[config.mk]
export PLATFORM = sky130hd
export DESIGN_NAME = tws_mem_slave
export DESIGN_NICKNAME = d
export VERILOG_FILES = /design/src/rtl/tws_pkg.sv /design/src/rtl/tws_line_sync.sv /design/src/rtl/tws_addr_ptr.sv /design/src/rtl/tws_ctrl.sv /design/src/rtl/tws_mem_slave.sv
export SDC_FILE = /design/constraint.sdc
export NUM_CORES = 1
export LEC_CHECK = 0
export CORE_ASPECT_RATIO = 1.4
export CORE_MARGIN = 5
export CORE_UTILIZATION = 65
export CTS_CLUSTER_SIZE = 24
export DETAILED_ROUTE_END_ITERATION = 8
export DONT_BUFFER_PORTS = 1
export PLACE_DENSITY = 0.9
export SLEW_MARGIN = 10
export SYNTH_ARGS = -nofsm -noshare
export SYNTH_HDL_FRONTEND = slang
export SYNTH_HIERARCHICAL = 1
export SYNTH_SLANG_ARGS = --single-unit
[constraint.sdc]
create_clock -name clk -period 4.5 [get_ports clk]
set_input_delay 0.9 -clock clk [delete_from_list [all_inputs] [get_ports clk]]
set_output_delay 0.9 -clock clk [all_outputs]
set_load 0.1 [all_outputs]
[src/rtl/tws_pkg.sv]
`timescale 1ns/1ps
package tws_pkg;
    localparam int BYTE_W = 8;
    localparam int ADDR_W = 2 * BYTE_W + 1;
    localparam int CNT_W  = 4;
    localparam logic [3:0] TYPE_CODE = 4'b1010;

    typedef enum logic [2:0] {
        ST_IDLE,
        ST_DEV,
        ST_AHI,
        ST_ALO,
        ST_WR,
        ST_RD
    } bus_st_e;

    typedef struct packed {
        logic scl_lvl;
        logic sda_lvl;
        logic scl_rise;
        logic scl_fall;
        logic start;
        logic stop;
    } line_ev_t;

    typedef struct packed {
        logic [3:0] type_code;
        logic [1:0] chip;
        logic       a_top;
        logic       rd;
    } sel_byte_t;

    function automatic logic sel_match(input sel_byte_t s, input logic [1:0] chip);
        return (s.type_code == TYPE_CODE) && (s.chip == chip);
    endfunction
endpackage

[src/rtl/tws_line_sync.sv]
`timescale 1ns/1ps
module tws_line_sync
    import tws_pkg::*;
#(
    parameter int STAGES = 2
)(
    input  logic     clk,
    input  logic     rst,
    input  logic     scl_i,
    input  logic     sda_i,
    output line_ev_t ev
);
    logic [STAGES-1:0] scl_sh;
    logic [STAGES-1:0] sda_sh;
    logic              scl_p;
    logic              sda_p;
    logic              scl_s;
    logic              sda_s;

    generate
        if (STAGES > 1) begin : g_chain
            always_ff @(posedge clk) begin
                if (rst) begin
                    scl_sh <= '1;
                    sda_sh <= '1;
                end else begin
                    scl_sh <= {scl_sh[STAGES-2:0], scl_i};
                    sda_sh <= {sda_sh[STAGES-2:0], sda_i};
                end
            end
        end else begin : g_single
            always_ff @(posedge clk) begin
                if (rst) begin
                    scl_sh <= '1;
                    sda_sh <= '1;
                end else begin
                    scl_sh <= scl_i;
                    sda_sh <= sda_i;
                end
            end
        end
    endgenerate

    assign scl_s = scl_sh[STAGES-1];
    assign sda_s = sda_sh[STAGES-1];

    always_ff @(posedge clk) begin
        if (rst) begin
            scl_p <= 1'b1;
            sda_p <= 1'b1;
        end else begin
            scl_p <= scl_s;
            sda_p <= sda_s;
        end
    end

    always_comb begin
        ev.scl_lvl  = scl_s;
        ev.sda_lvl  = sda_s;
        ev.scl_rise = scl_s & ~scl_p;
        ev.scl_fall = ~scl_s & scl_p;
        ev.start    = scl_s & scl_p & sda_p & ~sda_s;
        ev.stop     = scl_s & scl_p & ~sda_p & sda_s;
    end
endmodule

[src/rtl/tws_addr_ptr.sv]
`timescale 1ns/1ps
module tws_addr_ptr #(
    parameter int W = 17
)(
    input  logic         clk,
    input  logic         rst,
    input  logic         ld,
    input  logic [W-1:0] ld_val,
    input  logic         inc,
    output logic [W-1:0] ptr
);
    always_ff @(posedge clk) begin
        if (rst) begin
            ptr <= '0;
        end else if (ld) begin
            ptr <= ld_val;
        end else if (inc) begin
            ptr <= ptr + W'(1);
        end
    end
endmodule

[src/rtl/tws_ctrl.sv]
`timescale 1ns/1ps
module tws_ctrl
    import tws_pkg::*;
(
    input  logic              clk,
    input  logic              rst,
    input  line_ev_t          ev,
    input  logic [1:0]        chip_en_i,
    input  logic [BYTE_W-1:0] mem_rdata_i,
    output bus_st_e           st_o,
    output logic [CNT_W-1:0]  cnt_o,
    output logic              sda_pull_o,
    output logic              mem_rd_o,
    output logic              mem_wr_o,
    output logic [BYTE_W-1:0] mem_wdata_o,
    output logic              ptr_ld_o,
    output logic [ADDR_W-1:0] ptr_ld_val_o,
    output logic              ptr_inc_o
);
    localparam logic [CNT_W-1:0] CNT_ACK = CNT_W'(BYTE_W);
    localparam logic [CNT_W-1:0] CNT_END = CNT_W'(BYTE_W + 1);

    bus_st_e           st;
    logic [CNT_W-1:0]  cnt;
    logic [BYTE_W-1:0] shreg;
    logic [BYTE_W-1:0] tx;
    logic [BYTE_W-1:0] hi_q;
    logic              a_top_q;
    logic              rw_q;
    logic              ack_drv;
    logic              m_ack;
    logic              rd_pend;
    sel_byte_t         sel;
    logic [2:0]        bit_idx;

    assign sel     = sel_byte_t'(shreg);
    assign bit_idx = 3'(BYTE_W - 1) - cnt[2:0];

    always_ff @(posedge clk) begin
        if (rst) begin
            st           <= ST_IDLE;
            cnt          <= '0;
            shreg        <= '0;
            tx           <= '0;
            hi_q         <= '0;
            a_top_q      <= 1'b0;
            rw_q         <= 1'b0;
            ack_drv      <= 1'b0;
            m_ack        <= 1'b0;
            rd_pend      <= 1'b0;
            mem_rd_o     <= 1'b0;
            mem_wr_o     <= 1'b0;
            mem_wdata_o  <= '0;
            ptr_ld_o     <= 1'b0;
            ptr_ld_val_o <= '0;
            ptr_inc_o    <= 1'b0;
        end else begin
            mem_rd_o  <= 1'b0;
            mem_wr_o  <= 1'b0;
            ptr_ld_o  <= 1'b0;
            ptr_inc_o <= 1'b0;
            rd_pend   <= mem_rd_o;
            if (rd_pend) begin
                tx <= mem_rdata_i;
            end

            if (ev.start) begin
                st      <= ST_DEV;
                cnt     <= '0;
                ack_drv <= 1'b0;
            end else if (ev.stop) begin
                st      <= ST_IDLE;
                cnt     <= '0;
                ack_drv <= 1'b0;
            end else if (st == ST_RD) begin
                if (ev.scl_fall && cnt < CNT_ACK) begin
                    cnt <= cnt + CNT_W'(1);
                end else if (ev.scl_rise && cnt == CNT_ACK) begin
                    m_ack <= ~ev.sda_lvl;
                    if (!ev.sda_lvl) begin
                        mem_rd_o  <= 1'b1;
                        ptr_inc_o <= 1'b1;
                    end
                end else if (ev.scl_fall && cnt == CNT_ACK) begin
                    cnt <= '0;
                    if (!m_ack) begin
                        st <= ST_IDLE;
                    end
                end
            end else if (st != ST_IDLE) begin
                if (ev.scl_rise && cnt < CNT_ACK) begin
                    shreg <= {shreg[BYTE_W-2:0], ev.sda_lvl};
                    cnt   <= cnt + CNT_W'(1);
                end else if (ev.scl_fall && cnt == CNT_ACK) begin
                    cnt     <= CNT_END;
                    ack_drv <= 1'b1;
                    case (st)
                        ST_DEV: begin
                            if (sel_match(sel, chip_en_i)) begin
                                rw_q    <= sel.rd;
                                a_top_q <= sel.a_top;
                                if (sel.rd) begin
                                    mem_rd_o  <= 1'b1;
                                    ptr_inc_o <= 1'b1;
                                end
                            end else begin
                                ack_drv <= 1'b0;
                                st      <= ST_IDLE;
                                cnt     <= '0;
                            end
                        end
                        ST_AHI: hi_q <= shreg;
                        ST_ALO: begin
                            ptr_ld_o     <= 1'b1;
                            ptr_ld_val_o <= {a_top_q, hi_q, shreg};
                        end
                        ST_WR: begin
                            mem_wr_o    <= 1'b1;
                            mem_wdata_o <= shreg;
                            ptr_inc_o   <= 1'b1;
                        end
                        default: ack_drv <= 1'b0;
                    endcase
                end else if (ev.scl_fall && cnt == CNT_END) begin
                    ack_drv <= 1'b0;
                    cnt     <= '0;
                    case (st)
                        ST_DEV:  st <= rw_q ? ST_RD : ST_AHI;
                        ST_AHI:  st <= ST_ALO;
                        ST_ALO:  st <= ST_WR;
                        default: st <= st;
                    endcase
                end
            end
        end
    end

    assign sda_pull_o = ack_drv | ((st == ST_RD) && (cnt < CNT_ACK) && !tx[bit_idx]);
    assign st_o       = st;
    assign cnt_o      = cnt;
endmodule

[src/rtl/tws_mem_slave.sv]
`timescale 1ns/1ps
module tws_mem_slave
    import tws_pkg::*;
#(
    parameter int SYNC_STAGES = 2
)(
    input  logic              clk,
    input  logic              rst,
    input  logic              scl_i,
    input  logic              sda_i,
    input  logic [1:0]        chip_en_i,
    output logic              sda_pull_o,
    output logic [ADDR_W-1:0] mem_addr_o,
    output logic              mem_rd_o,
    output logic              mem_wr_o,
    output logic [BYTE_W-1:0] mem_wdata_o,
    input  logic [BYTE_W-1:0] mem_rdata_i
);
    line_ev_t          ev;
    bus_st_e           st;
    logic [CNT_W-1:0]  cnt;
    logic              ptr_ld;
    logic              ptr_inc;
    logic [ADDR_W-1:0] ptr_ld_val;

    tws_line_sync #(.STAGES(SYNC_STAGES)) u_sync (
        .clk   (clk),
        .rst   (rst),
        .scl_i (scl_i),
        .sda_i (sda_i),
        .ev    (ev)
    );

    tws_ctrl u_ctrl (
        .clk          (clk),
        .rst          (rst),
        .ev           (ev),
        .chip_en_i    (chip_en_i),
        .mem_rdata_i  (mem_rdata_i),
        .st_o         (st),
        .cnt_o        (cnt),
        .sda_pull_o   (sda_pull_o),
        .mem_rd_o     (mem_rd_o),
        .mem_wr_o     (mem_wr_o),
        .mem_wdata_o  (mem_wdata_o),
        .ptr_ld_o     (ptr_ld),
        .ptr_ld_val_o (ptr_ld_val),
        .ptr_inc_o    (ptr_inc)
    );

    tws_addr_ptr #(.W(ADDR_W)) u_ptr (
        .clk    (clk),
        .rst    (rst),
        .ld     (ptr_ld),
        .ld_val (ptr_ld_val),
        .inc    (ptr_inc),
        .ptr    (mem_addr_o)
    );
endmodule

==> results of run 1 <==
## metrics by stage
step	instances	hold WS, ps	setup WS, ps
after detailed placement	465	393.0	1640
after floorplan	417	383.2	1774
after global routing	480	431.9	1144
after global placement	465	390.7	1674
after CTS	480	412.9	1240
final	480	408.5	1234
## path summary, 6_finish.rpt
kind                          from               end  slack [ps]  depth (start not counted)
setup / recovery   u_ctrl/cnt_o[0]        sda_pull_o        1230                          3
hold / removal    u_sync/sda_sh[0]  u_sync/sda_sh[1]         410                          1
setup reg to reg      u_ptr/ptr[0]     u_ptr/ptr[16]        2020                          5
hold reg to reg   u_sync/sda_sh[0]  u_sync/sda_sh[1]         410                          1
## worst register-to-register path: cells and delay by family (launching register included)
family / cells / cell delay (ps)
DFF: 1 / 1060
and+or+nand+nor: 2 / 640
adders and majority gates: 1 / 370
AOI/OAI and AO/OA: 1 / 200
xor gates and xnor gates: 1 / 120
## state kept, by name, summed over array words and instances (netlist names), 3 cells and up
name	cells
u_ctrl/ptr_ld_val_o	17
u_ctrl/hi_q	8
u_ctrl/sel	8
u_ctrl/mem_wdata_o	8
u_ctrl/tx	8
u_ctrl/cnt_o	4
u_ptr/ptr	17
u_ctrl/st_o	3
## per-layer routing
| metal | wire [µm] | up-vias | track usage, % |
|---|---|---|---|
| met5 | 0 | - | 0 |
| met2 | 4045 | 65 | 36.81 |
| met4 | 274 | 0 | 10.82 |
| met3 | 321 | 22 | 4.586 |
| met1 | 2962 | 1331 | 21.88 |
| li1 | - | 1415 | - |
## power by group through the flow
stage,clock network (mW),registers [mW],logic (mW)
3_5_place_dp,0,0.802,0.0193
4_1_cts,0.581,0.784,0.0196
5_1_grt,0.612,0.785,0.0221
2_1_floorplan,0,0.800,0.0271
6_report,0.567,0.784,0.0197
3_3_place_gp,0,0.802,0.0189
## layout make-up
class	instances	area [µm²]
Fill cell	449	1774
Tap cell	70	87.58
Sequential cell	88	1762
Multi-Input combinational cell	291	2011
Timing Repair Buffer	2	15.01
Inverter	14	52.55
Clock buffer	12	135.1
Clock inverter	3	67.56
==> results.py, run 1 <==
metrics = {
    "finish": {
        "diodes": 0,
        "final_common_cell": "dfxtp_1",
        "final_core_util_pct": 69.95,
        "final_layout_size_suffix_gt1_share_pct": 7.073,
        "final_area_um2": 4130,
        "areaGrowthSynthToFinish_pct": 4.100,
        "nets": 423,
        "mostFrequentLayoutCells": "dfxtp_1 (88), nor2_1 (74), mux2i_1 (58)",
    },
    "yosys": {
        "yosys_warnings": 6,
        "synthCells": 417,
        "synth_nets": 434,
        "syn_area_per_cell_um2": 9.515,
        "netlist_area_um2": 3968,
    },
    "setup_path": {
        "crit_fanout": 9,
        "critical_path_required_ps": 3600,
        "worstPathArrival_ps": 2370,
        "worst_setup_path_start_kind": "flop",
        "worstSetupPathType": "flop to primary output",
        "crit_path_end_kind": "primary output",
        "path_cells": "mux4_2 > mux2i_1 > a21o_1",
        "slowest_stage": "a21o_1",
        "max_stage_delay_ps": 720,
        "path_buf_inv": 0,
        "crit_family": "multiplexers",
    },
    "clock_network": {
        "cts_buffers": 9,
        "post_cts_buffers": 0,
        "cts-resized-gates": 0,
        "clk_latency_ps": 350,
        "ctsHoldBuffers": 0,
        "cts-htree-levels": 3,
        "clockRootBuffer": "clkbuf_8",
        "clock-sinks": 88,
        "clk_path_buf_depth": 2,
        "tritoncts": "done",
        "clkTransAtPathRegs_ps": 80,
    },
    "sta": {
        "fin_tns_setup_ps": 0,
        "max_freq_mhz": 306.2,
        "period_share_pct": 72.58,
        "finalHoldViolCount": 0,
        "slew_headroom_pct": 23.39,
        "maxSlewViolCount": 0,
        "tightestPinTransition_ps": 1148,
        "setup_violations": 0,
        "rsz0062_at_grt": "no",
        "finalCriticalPeriod_ps": 3266,
        "finClkSkew_ps": 10.30,
    },
    "power_and_ir_drop": {
        "pwr-share-clk_pct": 41.3,
        "p_leak_nw": 1.831,
        "p_switching_mw": 0.2705,
        "p_per_area_nw_per_um2": 331.7,
        "ir_drop_mv": 0.2510,
        "switching_share_pct": 19.74,
        "combPwrFrac_pct": 1.4,
        "seqPwrFrac_pct": 57.2,
        "p_total_mw": 1.370,
        "p_int_mw": 1.100,
    },
    "route": {
        "final_antenna_net_count": 0,
        "wl_per_cell_um": 15.84,
        "drc": 0,
        "vias": 2833,
        "viasPerCell": 5.902,
        "drt-initial-drc-count": 268,
        "dr.pass1.iters": 4,
        "drt_wl_total_um": 7604,
    },
    "outcome": {
        "status": "completed",
    },
    "floorplanning": {
        "die_width_um": 76.03,
        "io_pins": 42,
        "core_um2": 5904,
        "initial_core_util_pct": 67.20,
        "die_y_um": 102.4,
        "placementRows": 33,
        "die-area_um2": 7789,
    },
    "grt": {
        "grt_antenna_before_repair": 0,
        "grt_overflow": 0,
        "grt_max_degree": 81,
        "grtUsageTotal_pct": 20.28,
        "grt_pass1_vias": 2815,
        "grt_pass1_wl_um": 12920,
    },
    "placement": {
        "hpwlAfterDp_um": 5418,
        "io_buffers": 0,
        "gp_congestion": 0.8746,
        "place_area_um2": 3928,
    },
    "hold_path": {
        "min_path_type": "flop to flop",
    },
    "flow_run": {
        "cap_violations": 0,
    },
}
Note: power is estimated with default switching activity, not from simulation.
==> run 2: changes to the inputs <==
--- a/config.mk
+++ b/config.mk
@@ -7,11 +7,11 @@
 export LEC_CHECK = 0
 export CORE_ASPECT_RATIO = 1.4
 export CORE_MARGIN = 5
-export CORE_UTILIZATION = 65
+export CORE_UTILIZATION = 57
 export CTS_CLUSTER_SIZE = 24
 export DETAILED_ROUTE_END_ITERATION = 8
 export DONT_BUFFER_PORTS = 1
-export PLACE_DENSITY = 0.9
+export PLACE_DENSITY = 0.84
 export SLEW_MARGIN = 10
 export SYNTH_ARGS = -nofsm -noshare
 export SYNTH_HDL_FRONTEND = slang
==> constraint.sdc (replaced) <==
create_clock -name clk -period 2.9 [get_ports clk]
set_input_delay 0.58 -clock clk [delete_from_list [all_inputs] [get_ports clk]]
set_output_delay 0.58 -clock clk [all_outputs]
set_load 0.1 [all_outputs]
==> run 2 against run 1 <==
  * Via count is 3.5% higher
  * Power is 47% higher
  * Cell count is 8.8% higher
  * Sequential cell count stayed put
  * Final area is 3.2% higher
  * Critical path depth is 1 higher
  * Register-to-register slack worse by 1100 ps
  * Clock power is 35% higher
  * Clock skew is 2.8 ps lower
==> results.py, run 2 (synthesis results as in run 1) <==
metrics = {
    "outcome": {
        "status": "completed",
    },
    "sta": {
        "finalCriticalPeriod_ps": 2619,
        "rsz0062_at_grt": "no",
        "tightestPinTransition_ps": 995.7,
        "fin_tns_setup_ps": 0,
        "setup_violations": 0,
        "max_freq_mhz": 381.8,
        "maxSlewViolCount": 0,
        "finalHoldViolCount": 0,
        "finClkSkew_ps": 7.533,
        "slew_headroom_pct": 33.53,
        "period_share_pct": 90.33,
    },
    "route": {
        "viasPerCell": 5.619,
        "vias": 2933,
        "drc": 0,
        "final_antenna_net_count": 0,
        "drt_wl_total_um": 7882,
        "wl_per_cell_um": 15.10,
        "drt-initial-drc-count": 181,
        "dr.pass1.iters": 4,
    },
    "clock_network": {
        "ctsHoldBuffers": 0,
        "clk_latency_ps": 360,
        "clkTransAtPathRegs_ps": 90,
        "clk_path_buf_depth": 2,
        "post_cts_buffers": 0,
        "clock-sinks": 88,
        "cts_buffers": 9,
        "cts-resized-gates": 0,
        "clockRootBuffer": "clkbuf_8",
        "cts-htree-levels": 3,
        "tritoncts": "done",
    },
    "placement": {
        "gp_congestion": 0.9577,
        "place_area_um2": 4079,
        "dp.cells": 506,
        "io_buffers": 0,
        "hpwlAfterDp_um": 5614,
    },
    "finish": {
        "reg.largest.list": "u_ctrl/ptr_ld_val_o: 17 flops, u_ptr/ptr: 17 flops",
        "filler_cell_count": 574,
        "final_layout_size_suffix_gt1_share_pct": 11.48,
        "final_cells": 522,
        "nets": 439,
        "areaGrowthSynthToFinish_pct": 7.379,
        "mostFrequentLayoutCells": "dfxtp_1 (88), nor2_1 (74), mux2i_1 (58)",
        "final_area_um2": 4260,
        "final_core_util_pct": 61.82,
        "diodes": 0,
        "final_common_cell": "dfxtp_1",
    },
    "setup_path": {
        "worstSetupPathType": "flop to primary output",
        "worst_setup_path_start_kind": "flop",
        "crit_path_end_kind": "primary output",
        "crit_fanout": 9,
        "worstPathArrival_ps": 2040,
        "critical_path_required_ps": 2320,
    },
    "floorplanning": {
        "die-area_um2": 8753,
        "die_width_um": 80.51,
        "placementRows": 36,
        "die_y_um": 108.7,
        "io_pins": 42,
        "initial_core_util_pct": 57.57,
        "core_um2": 6892,
    },
    "grt": {
        "grt_pass1_wl_um": 13210,
        "grtUsageTotal_pct": 19.38,
        "grt_max_degree": 81,
        "grt_pass1_vias": 2896,
        "grt_overflow": 0,
        "grt_antenna_before_repair": 0,
    },
    "power_and_ir_drop": {
        "ir_drop_mv": 0.2890,
        "p_leak_nw": 1.901,
        "p_per_area_nw_per_um2": 472.1,
    },
    "flow_run": {
        "cap_violations": 0,
    },
    "hold_path": {
        "min_path_type": "input port to flop",
    },
}
run 2: cell count changes in the layout (fill, tap and decap cells not counted):
cell / delta
clkinvlp_4: +3
inv_6: +1
bufinv_16: -2
clkbuf_1: -3
buf_4: +16
clkbuf_8: +1
clkinv_2: +1
run 2: metrics by stage:
stage / hold WS (ps) / power, mW / setup WS [ps]
detailed placement: 393.2 / 1.275 / 665.9
global route: 260.7 / 2.100 / 168.5
finish: 275.8 / 2.011 / 280.5
floorplan: 383.2 / 1.284 / 494.2
CTS: 259.3 / 2.038 / 259.6
global placement: 385.8 / 1.274 / 713.6
run 2: area by class of cell:
class | count | area, µm² | area share [%]
Multi-Input combinational cell | 291 | 2011 | 47.20
Sequential cell | 88 | 1762 | 41.35
Inverter | 14 | 52.55 | 1.233
Tap cell | 95 | 118.9 | 2.790
Timing Repair Buffer | 18 | 135.1 | 3.172
Clock buffer | 10 | 137.6 | 3.231
Clock inverter | 6 | 43.79 | 1.028
run 2: power breakdown:
group          total [mW]  internal, mW  switching (mW)
clock               0.764         0.335           0.428
combinational      0.0310        0.0128          0.0181
sequential           1.22          1.21         0.00520
run 2: metal layers:
layer  wire length [µm]  track usage, %  vias to the layer above
met2               3971           34.24                       79
met1               3174           20.38                     1388
li1                   -               -                     1444
met3                456           5.124                       22
met5                  0               0                        -
met4                280           11.35                        0
run 2: worst max-delay path, cell delays in order (launching register included):
cell     delay, ps
dfxtp_1        560
mux4_2         550
mux2i_1        140
a21o_1         150
buf_4          290
run 2: path summary, 6_finish.rpt:
| kind | slack [ps] | end | start | cells after the start |
|---|---|---|---|---|
| worst min register to register | 410 | u_sync/sda_sh[1] | u_sync/sda_sh[0] | 1 |
| worst min-delay path | 280 | u_ptr/ptr[8] | rst | 1 |
| worst max register to register | 950 | u_ctrl/cnt_o[2] | u_sync/scl_sh[1] | 6 |
| worst max-delay path | 280 | sda_pull_o | u_ctrl/cnt_o[0] | 4 |
